===== config.mk =====
export PLATFORM = sky130hd
export DESIGN_NAME = twowire_write_master
export DESIGN_NICKNAME = d
export VERILOG_FILES = /design/src/rtl/twowire_write_master.sv
export SDC_FILE = /design/constraint.sdc
export NUM_CORES = 1
export LEC_CHECK = 0
export ABC_CLOCK_PERIOD_IN_PS = 2200
export BUFFER_PORTS_ARGS = -buffer_cell sky130_fd_sc_hd__clkbuf_2
export CORE_MARGIN = 2
export CORE_UTILIZATION = 32
export CTS_CLUSTER_DIAMETER = 100
export DETAILED_ROUTE_END_ITERATION = 7
export PLACE_DENSITY_LB_ADDON = 0.3
export SYNTH_ARGS = -nofsm -noshare
export SYNTH_HDL_FRONTEND = slang
export SYNTH_SLANG_ARGS = --single-unit

===== constraint.sdc =====
create_clock -name clk -period 2.2 [get_ports clk]
set_input_delay 0.22 -clock clk [delete_from_list [all_inputs] [get_ports clk]]
set_output_delay 0.22 -clock clk [all_outputs]
set_load 0.01 [all_outputs]

===== src/rtl/twowire_write_master.sv =====
module twowire_write_master #(
  parameter int CLK_HZ    = 125_000_000,
  parameter int T_LOW_NS  = 1300,
  parameter int T_HIGH_NS = 600,
  parameter int T_SU_NS   = 100,
  parameter int T_HD_NS   = 900,
  parameter int T_STA_NS  = 600,
  parameter int T_STO_NS  = 600,
  parameter int T_BUF_NS  = 1300,
  parameter int W         = 8
) (
  input  logic         clk,
  input  logic         rst_n,
  input  logic         req_i,
  input  logic [W-1:0] byte_i,
  output logic         sclk_o,
  output logic         sdin_o,
  output logic         busy_o,
  output logic         done_o
);

  function automatic int to_ticks(input longint ns);
    longint t;
    t = (ns * longint'(CLK_HZ) + 64'd999_999_999) / 64'd1_000_000_000;
    return (t < 1) ? 1 : int'(t);
  endfunction

  function automatic int max2(input int a, input int b);
    return (a > b) ? a : b;
  endfunction

  localparam int HIGH_T = to_ticks(T_HIGH_NS);
  localparam int SU_T   = to_ticks(T_SU_NS);
  localparam int HD_T   = to_ticks(T_HD_NS);
  localparam int UPD_T  = (HD_T > HIGH_T) ? HD_T - HIGH_T : 0;
  localparam int LOW_T  = max2(to_ticks(T_LOW_NS), UPD_T + SU_T + 1);
  localparam int STA_T  = to_ticks(T_STA_NS);
  localparam int STO_T  = max2(to_ticks(T_STO_NS), HIGH_T);
  localparam int BUF_T  = to_ticks(T_BUF_NS);
  localparam int MAX_T  = max2(max2(LOW_T, STO_T), max2(max2(STA_T, BUF_T), HIGH_T));
  localparam int CW     = $clog2(MAX_T + 1);
  localparam int BW     = (W > 1) ? $clog2(W) : 1;

  typedef enum logic [2:0] {
    S_IDLE, S_START, S_LOW, S_HIGH, S_SLOW, S_SHIGH, S_FREE
  } phase_t;

  phase_t         st;
  logic [CW-1:0]  cnt;
  logic [BW-1:0]  bitn;
  logic [W-1:0]   shreg;

  wire at_upd  = (cnt == CW'(UPD_T));
  wire end_low = (cnt == CW'(LOW_T - 1));

  always_ff @(posedge clk) begin
    if (!rst_n) begin
      st     <= S_IDLE;
      cnt    <= '0;
      bitn   <= '0;
      shreg  <= '0;
      sclk_o <= 1'b1;
      sdin_o <= 1'b1;
      busy_o <= 1'b0;
      done_o <= 1'b0;
    end else begin
      done_o <= 1'b0;
      cnt    <= cnt + 1'b1;
      case (st)
        S_IDLE: begin
          cnt <= '0;
          if (req_i) begin
            shreg  <= byte_i;
            bitn   <= '0;
            sdin_o <= 1'b0;
            busy_o <= 1'b1;
            st     <= S_START;
          end
        end
        S_START: if (cnt == CW'(STA_T - 1)) begin
          cnt    <= '0;
          sclk_o <= 1'b0;
          st     <= S_LOW;
        end
        S_LOW: begin
          if (at_upd) sdin_o <= shreg[W-1];
          if (end_low) begin
            cnt    <= '0;
            sclk_o <= 1'b1;
            st     <= S_HIGH;
          end
        end
        S_HIGH: if (cnt == CW'(HIGH_T - 1)) begin
          cnt    <= '0;
          sclk_o <= 1'b0;
          shreg  <= shreg << 1;
          if (bitn == BW'(W - 1)) st <= S_SLOW;
          else begin
            bitn <= bitn + 1'b1;
            st   <= S_LOW;
          end
        end
        S_SLOW: begin
          if (at_upd) sdin_o <= 1'b0;
          if (end_low) begin
            cnt    <= '0;
            sclk_o <= 1'b1;
            st     <= S_SHIGH;
          end
        end
        S_SHIGH: if (cnt == CW'(STO_T - 1)) begin
          cnt    <= '0;
          sdin_o <= 1'b1;
          st     <= S_FREE;
        end
        S_FREE: if (cnt == CW'(BUF_T - 1)) begin
          cnt    <= '0;
          busy_o <= 1'b0;
          done_o <= 1'b1;
          st     <= S_IDLE;
        end
        default: st <= S_IDLE;
      endcase
    end
  end

endmodule


==> flow_summary_export.csv, run 1 <==
group,metric,value,unit
status,status,"completed",
sta,fin_skew,0.00221,ns
logic_synthesis,synth_mux_area_share,0,%
pwr,internal_power,680,µW
die,dieWidth,67.7,µm
logic_synthesis,synth_compound_gate_area_share,20.1,%
cells_and_area,fin_area,1470,µm²
sta,final-hold-violation-count,0,
logic_synthesis,syn_area,1300,µm²
setup_path,worstPathRequired,2.38,ns
setup_path,end_kind,"register",
die,initial_core_util,32.9,%
logic_synthesis,synth_seq_cells,26,
logic_synthesis,synth_most_common_cell,"dfxtp_1",
placed_design,dp_hpwl,1.92,mm
setup_path,critPathMaxFanout,16,
clock_tree,cts_hold_buf,0,
grt,antenna_found_initial,0,
grt,track_usage,12.6,%
flow_run,maxCapViolations,0,
logic_synthesis,synth.area.top_cells,"dfxtp_1 40%, nand2_1 6.9%, nor2_1 6.4%",
pwr,p_seq_share,56.3,%
setup_path,crit_slowest_cell,"or4b_4",
sta,setup_viol,0,
cells_and_area,layout-drive-gt1-share,19.9,%
pwr,ir_drop,0.312,mV
route,drt_pre_antenna_iters,4,
clock_tree,cts_max_level,1,
logic_synthesis,synthArstFlopShare,0,%
route,drt_iter0_markers,40,
setup_path,worst_path_dominant_cell_family,"simple AND/OR/NAND/NOR gates",
clock_tree,clockBufferDepth,2,
logic_synthesis,yosysUniqueCellTypes,42,
logic_synthesis,yosys.area_share.simple,27.5,%
setup_path,worst_setup_path_start_kind,"register",
setup_path,cp.arrival,2.14,ns
sta,slew_headroom,58.2,%
sta,slew_violations,0,
setup_path,path_buf_inv,2,
clock_tree,post-cts-setup-buffers,0,
route,routed_wl,2.56,mm
logic_synthesis,yosys.area.top_type,"dfxtp_1",
grt,grt_max_degree,17,
setup_path,cp_num_cells,7,
setup_path,worstPathCellList,"inv_1 > ha_1 > or4b_4 > o31ai_4 > buf_4 > nor2_1 > a311oi_1",
die,io_pins,15,
logic_synthesis,synthXorXnorAreaFrac,4.05,%
setup_path,path_class,"register to register",
logic_synthesis,ys.flop_type,"dfxtp_1",
logic_synthesis,avgSynthCellArea,8.65,µm²
pwr,switching_share,23.3,%
grt,grt_overflow,0,
pwr,power.leakage,0.568,nW
placed_design,io_buffer_count,14,
cells_and_area,antenna_cells,0,
clock_tree,ctsResizeCount,0,
placed_design,dpl_cell_area,1420,µm²
route,detail_route.drc_violations,0,
logic_synthesis,synth_adder_area_share,3.86,%
pwr,power.switching,207,µW
hold_path,hold_class,"input pin to register",
sta,rsz0062_at_grt,"false",
clock_tree,cts.clk_slew.worst_paths,0.09,ns
pwr,comb_power_share,8.2,%
setup_path,max_stage_delay,0.51,ns
logic_synthesis,synth_edf_count,0,
placed_design,gp_congestion,0.818,
pwr,clockPowerShare,35.5,%
logic_synthesis,synth_warnings,0,
setup_path,worstRegToRegCells,7,
die,fp.dieH,67.7,µm
cells_and_area,final_nets,182,
clock_tree,cts_root_buffer,"clkbuf_8",
sta,fin_crit,1.96,ns
logic_synthesis,postSynthCellCount,150,
pwr,p_per_area,603,nW/µm²
sta,tns,0,ns
route,routedWlPerCell,11.8,µm
grt,grt_pass1_wl,4.35,mm
logic_synthesis,synthTopCellsByCount,"26 x dfxtp_1, 24 x nand2_1, 22 x nor2_1",
cells_and_area,area_delta_synth_final,13.5,%
logic_synthesis,yosysSeqAreaShare,40.1,%
route,num_vias,1099,
clock_tree,insertion_delay,0.27,ns
clock_tree,cts.sink_count,26,
die,rows,23,
hold_path,hold_path_depth,3,
die,core,3940,µm²
sta,fmax,0.510,GHz
clock_tree,cts_buffers,3,
sta,post-route-period-util,89.1,%
sta,tightest_slew,0.618,ns
logic_synthesis,synth_nets,165,
logic_synthesis,yosysTopAreaCellShare,40.1,%
route,antenna_left,0,
die,dieArea,4580,µm²
route,viasPerCell,5.09,
clock_tree,cts_tree,"done",
grt,grt_pass1_vias,988,
logic_synthesis,synth_top_family_by_area,"simple AND/OR/NAND/NOR gates",
kinds of logic after synthesis:
family,after synthesis
flops,26
simple gates,72
xor+xnor,6
fa+ha+maj,4
buf+inv,10
compound gates,32
layout by cell type (no fill, tap or decap), types with 5 or more instances in the layout:
cell / instances
nor2_1: 22
a311oi_1: 7
clkbuf_2: 14
and3_1: 5
o21ai_0: 8
nand2_1: 24
dfxtp_1: 26
path summary, 6_finish.rpt:
kind              startpoint  slack (ns)       end
setup reg to reg      cnt[0]        0.24  shreg[5]
setup / recovery      cnt[0]        0.24  shreg[5]
hold / removal     byte_i[4]        0.18  shreg[4]
hold reg to reg       cnt[0]        0.47    cnt[0]
registers in the layout (all words and copies together) (netlist names):
signal and cells:
cnt 8, shreg 8, bitn 3, st 3, busy_o 1, done_o 1
sclk_o 1, sdin_o 1
routing by layer:
metal	vias up	GRT usage [%]	wire length, µm	share of wire, %
met3	5	2.00	69	2.7
met1	511	16.1	1220	48
met5	-	0	0	0
li1	573	-	-	-
met2	10	20.0	1210	47
met4	0	6.89	55	2.2
tightest hold or removal path: cells and delay by family:
kind	cells	cell delay [ns]
compound gates	1	0.07
buf+inv	1	0.08
simple gates	1	0.04
power by group through the flow:
stage	sequential (mW)	combinational (mW)	clock, mW
2_1_floorplan	0.507	0.0541	0
3_3_place_gp	0.509	0.0719	0
3_5_place_dp	0.511	0.0731	0
4_1_cts	0.499	0.0737	0.327
5_1_grt	0.502	0.0830	0.350
6_report	0.499	0.0726	0.315
layout make-up:
type                            count  area [µm²]
Fill cell                         399        2470
Clock buffer                        4        55.1
Tap cell                           50        62.6
Multi-Input combinational cell    114         719
Inverter                            4        15.0
Sequential cell                    26         520
Timing Repair Buffer               18         100
through the flow:
step | power (mW) | setup slack, ns | instances | hold WS [ns] | util (%)
floorplan | 0.561 | 0.321 | 150 | 0.339 | -
global route | 0.934 | 0.0583 | 216 | 0.191 | 37.4
global placement | 0.581 | 0.309 | 212 | 0.441 | 36.0
detailed placement | 0.584 | 0.234 | 212 | 0.453 | 36.0
finish | 0.887 | 0.239 | 216 | 0.183 | 37.4
CTS | 0.900 | 0.209 | 216 | 0.179 | 37.4
Note: power is estimated with default switching activity, not from simulation.
==> run 2: changes to the inputs <==
Settings changed: ABC_AREA set to 1, CAP_MARGIN set to 20.
==> run 2 against run 1 <==
Die area increased by 12%. Worst setup slack improved by 0.24 ns. Non-clock buffer count decreased by 4.
==> flow_summary_export.csv, run 2 <==
group,metric,value,unit
status,status,"completed",
die,fp.dieH,71.6,µm
logic_synthesis,synth_edf_count,0,
route,detail_route.drc_violations,0,
die,io_pins,15,
route,num_vias,1296,
route,drt_iter0_markers,67,
logic_synthesis,synth_adder_area_share,3.42,%
route,viasPerCell,4.53,
cells_and_area,fin_util,37.0,%
cells_and_area,reg.largest.list,"cnt x8, shreg x8",
placed_design,gp_congestion,0.772,
sta,tightest_slew,0.391,ns
sta,rsz0062_at_grt,"false",
logic_synthesis,yosysTopAreaCellShare,35.6,%
logic_synthesis,synthXorXnorAreaFrac,2.40,%
logic_synthesis,avgSynthCellArea,6.65,µm²
cells_and_area,multiInputGateArea,808,µm²
sta,fin_crit,1.72,ns
cells_and_area,final-seq-area,520,µm²
die,initial_core_util,33.4,%
clock_tree,insertion_delay,0.27,ns
sta,fin_ws,0.481,ns
grt,grt_pass1_wl,5.10,mm
logic_synthesis,yosys.area.top_type,"dfxtp_1",
die,dieArea,5130,µm²
pwr,ir_drop,0.369,mV
setup_path,worstPathRequired,2.38,ns
sta,tns,0,ns
route,routedWlPerCell,9.97,µm
clock_tree,cts.clk_slew.worst_paths,0.09,ns
logic_synthesis,synthTopCellsByCount,"58 x nand2_1, 46 x nor2_1, 26 x dfxtp_1",
logic_synthesis,ys.flop_type,"dfxtp_1",
logic_synthesis,synth_nets,235,
grt,track_usage,12.3,%
logic_synthesis,yosys.area_share.simple,40.3,%
placed_design,dp_hpwl,2.12,mm
cells_and_area,final_nets,250,
placed_design,io_buffer_count,14,
grt,grt_max_degree,18,
grt,antenna_found_initial,0,
cells_and_area,final_cell_mix,"58 x nand2_1, 46 x nor2_1, 26 x dfxtp_1",
clock_tree,post-cts-setup-buffers,0,
sta,whs,0.279,ns
logic_synthesis,synth_top_family_by_area,"simple AND/OR/NAND/NOR gates",
die,rows,24,
logic_synthesis,synth_warnings,0,
grt,grt_pass1_vias,1216,
route,drt_pre_antenna_iters,4,
logic_synthesis,yosysSeqAreaShare,35.6,%
clock_tree,cts_max_level,1,
setup_path,path_class,"register to register",
sta,fmax,0.582,GHz
clock_tree,cts_hold_buf,0,
cells_and_area,layout-drive-gt1-share,12.8,%
sta,fin_skew,0.00525,ns
die,dieWidth,71.6,µm
clock_tree,ctsResizeCount,0,
die,core,4380,µm²
logic_synthesis,syn_area,1460,µm²
logic_synthesis,synth_seq_cells,26,
sta,slew_violations,0,
hold_path,hold_class,"input pin to register",
logic_synthesis,postSynthCellCount,220,
logic_synthesis,synth_most_common_cell,"nand2_1",
sta,slew_headroom,73.7,%
setup_path,critPathMaxFanout,13,
cells_and_area,antenna_cells,0,
setup_path,end_kind,"register",
clock_tree,clockBufferDepth,2,
setup_path,worst_setup_path_start_kind,"register",
clock_tree,cts.sink_count,26,
clock_tree,cts_tree,"done",
pwr,power.leakage,0.775,nW
clock_tree,cts_root_buffer,"clkbuf_8",
sta,final-hold-violation-count,0,
sta,post-route-period-util,78.1,%
logic_synthesis,synth_mux_area_share,0,%
cells_and_area,area_delta_synth_final,10.8,%
grt,grt_overflow,0,
pwr,p_total,2.02,mW
cells_and_area,final_common_cell,"nand2_1",
logic_synthesis,synthArstFlopShare,0,%
cells_and_area,fill_cells,488,
flow_run,maxCapViolations,0,
route,routed_wl,2.85,mm
logic_synthesis,yosysUniqueCellTypes,24,
sta,setup_viol,0,
logic_synthesis,synth.area.top_cells,"dfxtp_1 36%, nand2_1 15%, nor2_1 12%",
route,antenna_left,0,
setup_path,cp.arrival,1.90,ns
placed_design,pre_cts_slack,0.485,ns
clock_tree,cts_buffers,3,
pwr,p_per_area,1240,nW/µm²
logic_synthesis,synth_compound_gate_area_share,9.15,%
==> run 2: changes by cell type after synthesis, sizes merged, moves of 5 or more <==
cell / previous run / this run
a311oi: 8 / 0
and3: 5 / 0
nand3: 2 / 12
a21oi: 2 / 8
nand2: 24 / 61
nor2: 23 / 50
inv: 3 / 24
o21ai: 8 / 14
==> run 2: power by group <==
part           total, mW  internal [mW]  switching, mW
registers          0.717          0.603          0.113
clock network      0.313          0.160          0.153
logic              0.986          0.345          0.641
==> run 2: final cells by class <==
| type | count | area share, % |
|---|---|---|
| Inverter | 25 | 6.25 |
| Timing Repair Buffer | 14 | 4.32 |
| Sequential cell | 26 | 32.1 |
| Multi-Input combinational cell | 165 | 49.9 |
| Tap cell | 52 | 4.02 |
| Clock buffer | 4 | 3.40 |
==> run 2: cells by family (layout without fill, tap and decap cells) <==
group,Yosys count,in the layout
buf+inv,29,43
simple gates,133,133
xor+xnor,4,4
compound gates,24,24
fa+ha+maj,4,4
flops,26,26
==> run 2: critical path: stages, from the launching register on <==
cell,delay (ns)
dfxtp_1,0.53
inv_1,0.20
nor2_8,0.26
inv_4,0.10
o21ai_4,0.17
nand2_4,0.11
o21ai_0,0.19
nor2_1,0.05
==> run 2: final timing paths <==
check,startpoint,to,slack [ns],cells after the start
max,st[1],shreg[3],0.48,7
max reg2reg,st[1],shreg[3],0.48,7
min,byte_i[6],shreg[6],0.28,5
min reg2reg,cnt[0],cnt[0],0.45,1
==> run 2: routing by layer <==
layer	share of wire [%]	track usage, %	up-vias	wire length (µm)
li1	-	-	720	-
met1	50	15.4	561	1430
met2	45	20.7	11	1290
met3	2.3	1.83	4	66
met4	2.2	6.29	0	64
met5	0	0	-	0
==> run 2: stage by stage <==
step | instance area, µm² | cells
3_5_place_dp | 1570 | 282
4_1_cts | 1620 | 286
5_1_grt | 1620 | 286
3_3_place_gp | 1570 | 282
2_1_floorplan | 1460 | 220
6_report | 1620 | 286
==> run 3: changes to the inputs <==
Settings changed: ABC_CLOCK_PERIOD_IN_PS 2200 to 1800.
Clock period 2.2 ns to 1.8 ns, I/O delays scaled along.
==> run 3 against run 2 <==
Worst setup slack lost 0.23 ns. Sequential power grew 20%. Die area is the same.
==> flow_summary_export.csv, run 3 (same netlist as run 2, synthesis figures left out) <==
group,metric,value,unit
cells_and_area,final_cell_mix,"57 x nand2_1, 46 x nor2_1, 26 x dfxtp_1",
die,initial_core_util,33.4,%
sta,whs,0.232,ns
clock_tree,cts_tree,"done",
die,io_pins,15,
setup_path,worstRegToRegCells,11,
die,rows,24,
clock_tree,cts_max_level,1,
setup_path,critPathMaxFanout,6,
die,fp.dieH,71.6,µm
grt,grt_pass1_vias,1234,
cells_and_area,antenna_cells,0,
sta,fin_skew,0.00622,ns
clock_tree,cts_hold_buf,0,
sta,rsz0062_at_grt,"false",
route,antenna_left,0,
sta,slew_headroom,72.7,%
clock_tree,cts.sink_count,26,
pwr,p_total,2.52,mW
route,detail_route.drc_violations,0,
flow_run,maxCapViolations,0,
placed_design,dpl_cell_area,1590,µm²
cells_and_area,area_delta_synth_final,12.5,%
sta,tightest_slew,0.406,ns
hold_path,hold_path_depth,5,
sta,post-route-period-util,86.1,%
cells_and_area,final_common_cell,"nand2_1",
sta,final-hold-violation-count,0,
clock_tree,insertion_delay,0.28,ns
cells_and_area,fin_area,1650,µm²
setup_path,worst_setup_path_start_kind,"register",
grt,grt_max_degree,18,
die,dieWidth,71.6,µm
hold_path,hold_class,"input pin to register",
grt,grt_pass1_wl,5.20,mm
route,num_vias,1319,
grt,antenna_found_initial,0,
route,viasPerCell,4.56,
sta,tns,0,ns
pwr,power.leakage,0.791,nW
pwr,ir_drop,0.532,mV
grt,grt_overflow,0,
clock_tree,clockBufferDepth,2,
placed_design,gp_congestion,0.855,
cells_and_area,final_nets,253,
setup_path,path_class,"register to register",
sta,slew_violations,0,
status,status,"completed",
clock_tree,cts_buffers,3,
setup_path,cp.arrival,1.73,ns
setup_path,end_kind,"register",
grt,track_usage,12.6,%
route,routedWlPerCell,10.2,µm
route,routed_wl,2.96,mm
route,drt_iter0_markers,75,
cells_and_area,reg.largest.list,"cnt x8, shreg x8",
die,core,4380,µm²
sta,setup_viol,0,
pwr,p_per_area,1530,nW/µm²
clock_tree,cts_root_buffer,"clkbuf_8",
sta,fmax,0.645,GHz
route,drt_pre_antenna_iters,4,
cells_and_area,layout-drive-gt1-share,14.3,%
placed_design,dp_hpwl,2.24,mm
die,dieArea,5130,µm²
clock_tree,cts.clk_slew.worst_paths,0.09,ns
sta,fin_crit,1.55,ns
placed_design,io_buffer_count,14,
setup_path,worstPathRequired,1.98,ns
-- run 3: changes by cell type in the layout (fill, tap and decap cells not counted), sizes merged --
cell	before	now
buf	0	3
-- run 3: per-layer routing --
metal | share of wire (%) | wire length (µm) | vias up | GRT usage [%]
met5 | 0 | 0 | - | 0
met2 | 45 | 1320 | 26 | 20.8
met4 | 2.0 | 59 | 0 | 5.66
met1 | 49 | 1460 | 557 | 16.5
li1 | - | - | 730 | -
met3 | 3.8 | 113 | 6 | 1.69
-- run 3: cell type report --
class	instances	area, µm²
clock buffers	4	55.1
fillers	489	2740
inverters	25	101
multi-input cells	165	811
flip-flops and latches	26	520
well taps	52	65.1
repair buffers	17	92.6
-- run 3: worst max-delay path: stages (launching register included) --
cell and delay, ns:
dfxtp_1 0.33, inv_1 0.09, ha_1 0.19, nand2_1 0.07
nor2_1 0.11, nand2_2 0.12, nand2_1 0.15, nand2_1 0.08
nor2_2 0.13, nand3_1 0.08, nand2_1 0.06, nor2_1 0.04
-- run 3: power breakdown --
| group | switching (mW) | internal, mW | leakage (nW) | total, mW |
|---|---|---|---|---|
| logic | 0.825 | 0.448 | 0.549 | 1.27 |
| registers | 0.122 | 0.737 | 0.213 | 0.859 |
| clock network | 0.189 | 0.196 | 0.0288 | 0.385 |
-- run 3: stage by stage --
| stage | instances | worst slack, ns | util [%] |
|---|---|---|---|
| floorplan | 220 | 0.383 | - |
| global placement | 285 | 0.239 | 36.2 |
| detailed placement | 285 | 0.201 | 36.2 |
| CTS | 289 | 0.176 | 37.5 |
| global route | 289 | 0.0187 | 37.5 |
| finish | 289 | 0.250 | 37.5 |
-- run 3: timing repair --
action                                  CTS  global route
setup buffers                             0             0
endpoints found under the setup margin    0             7
gates resized for setup                   0             1
-- run 3: path summary, 6_finish.rpt --
check	slack, ns	endpoint	from
worst max register to register	0.25	st[0]	cnt[0]
worst min register to register	0.46	cnt[0]	cnt[0]
worst max-delay path	0.25	st[0]	cnt[0]
worst min-delay path	0.23	shreg[1]	byte_i[1]
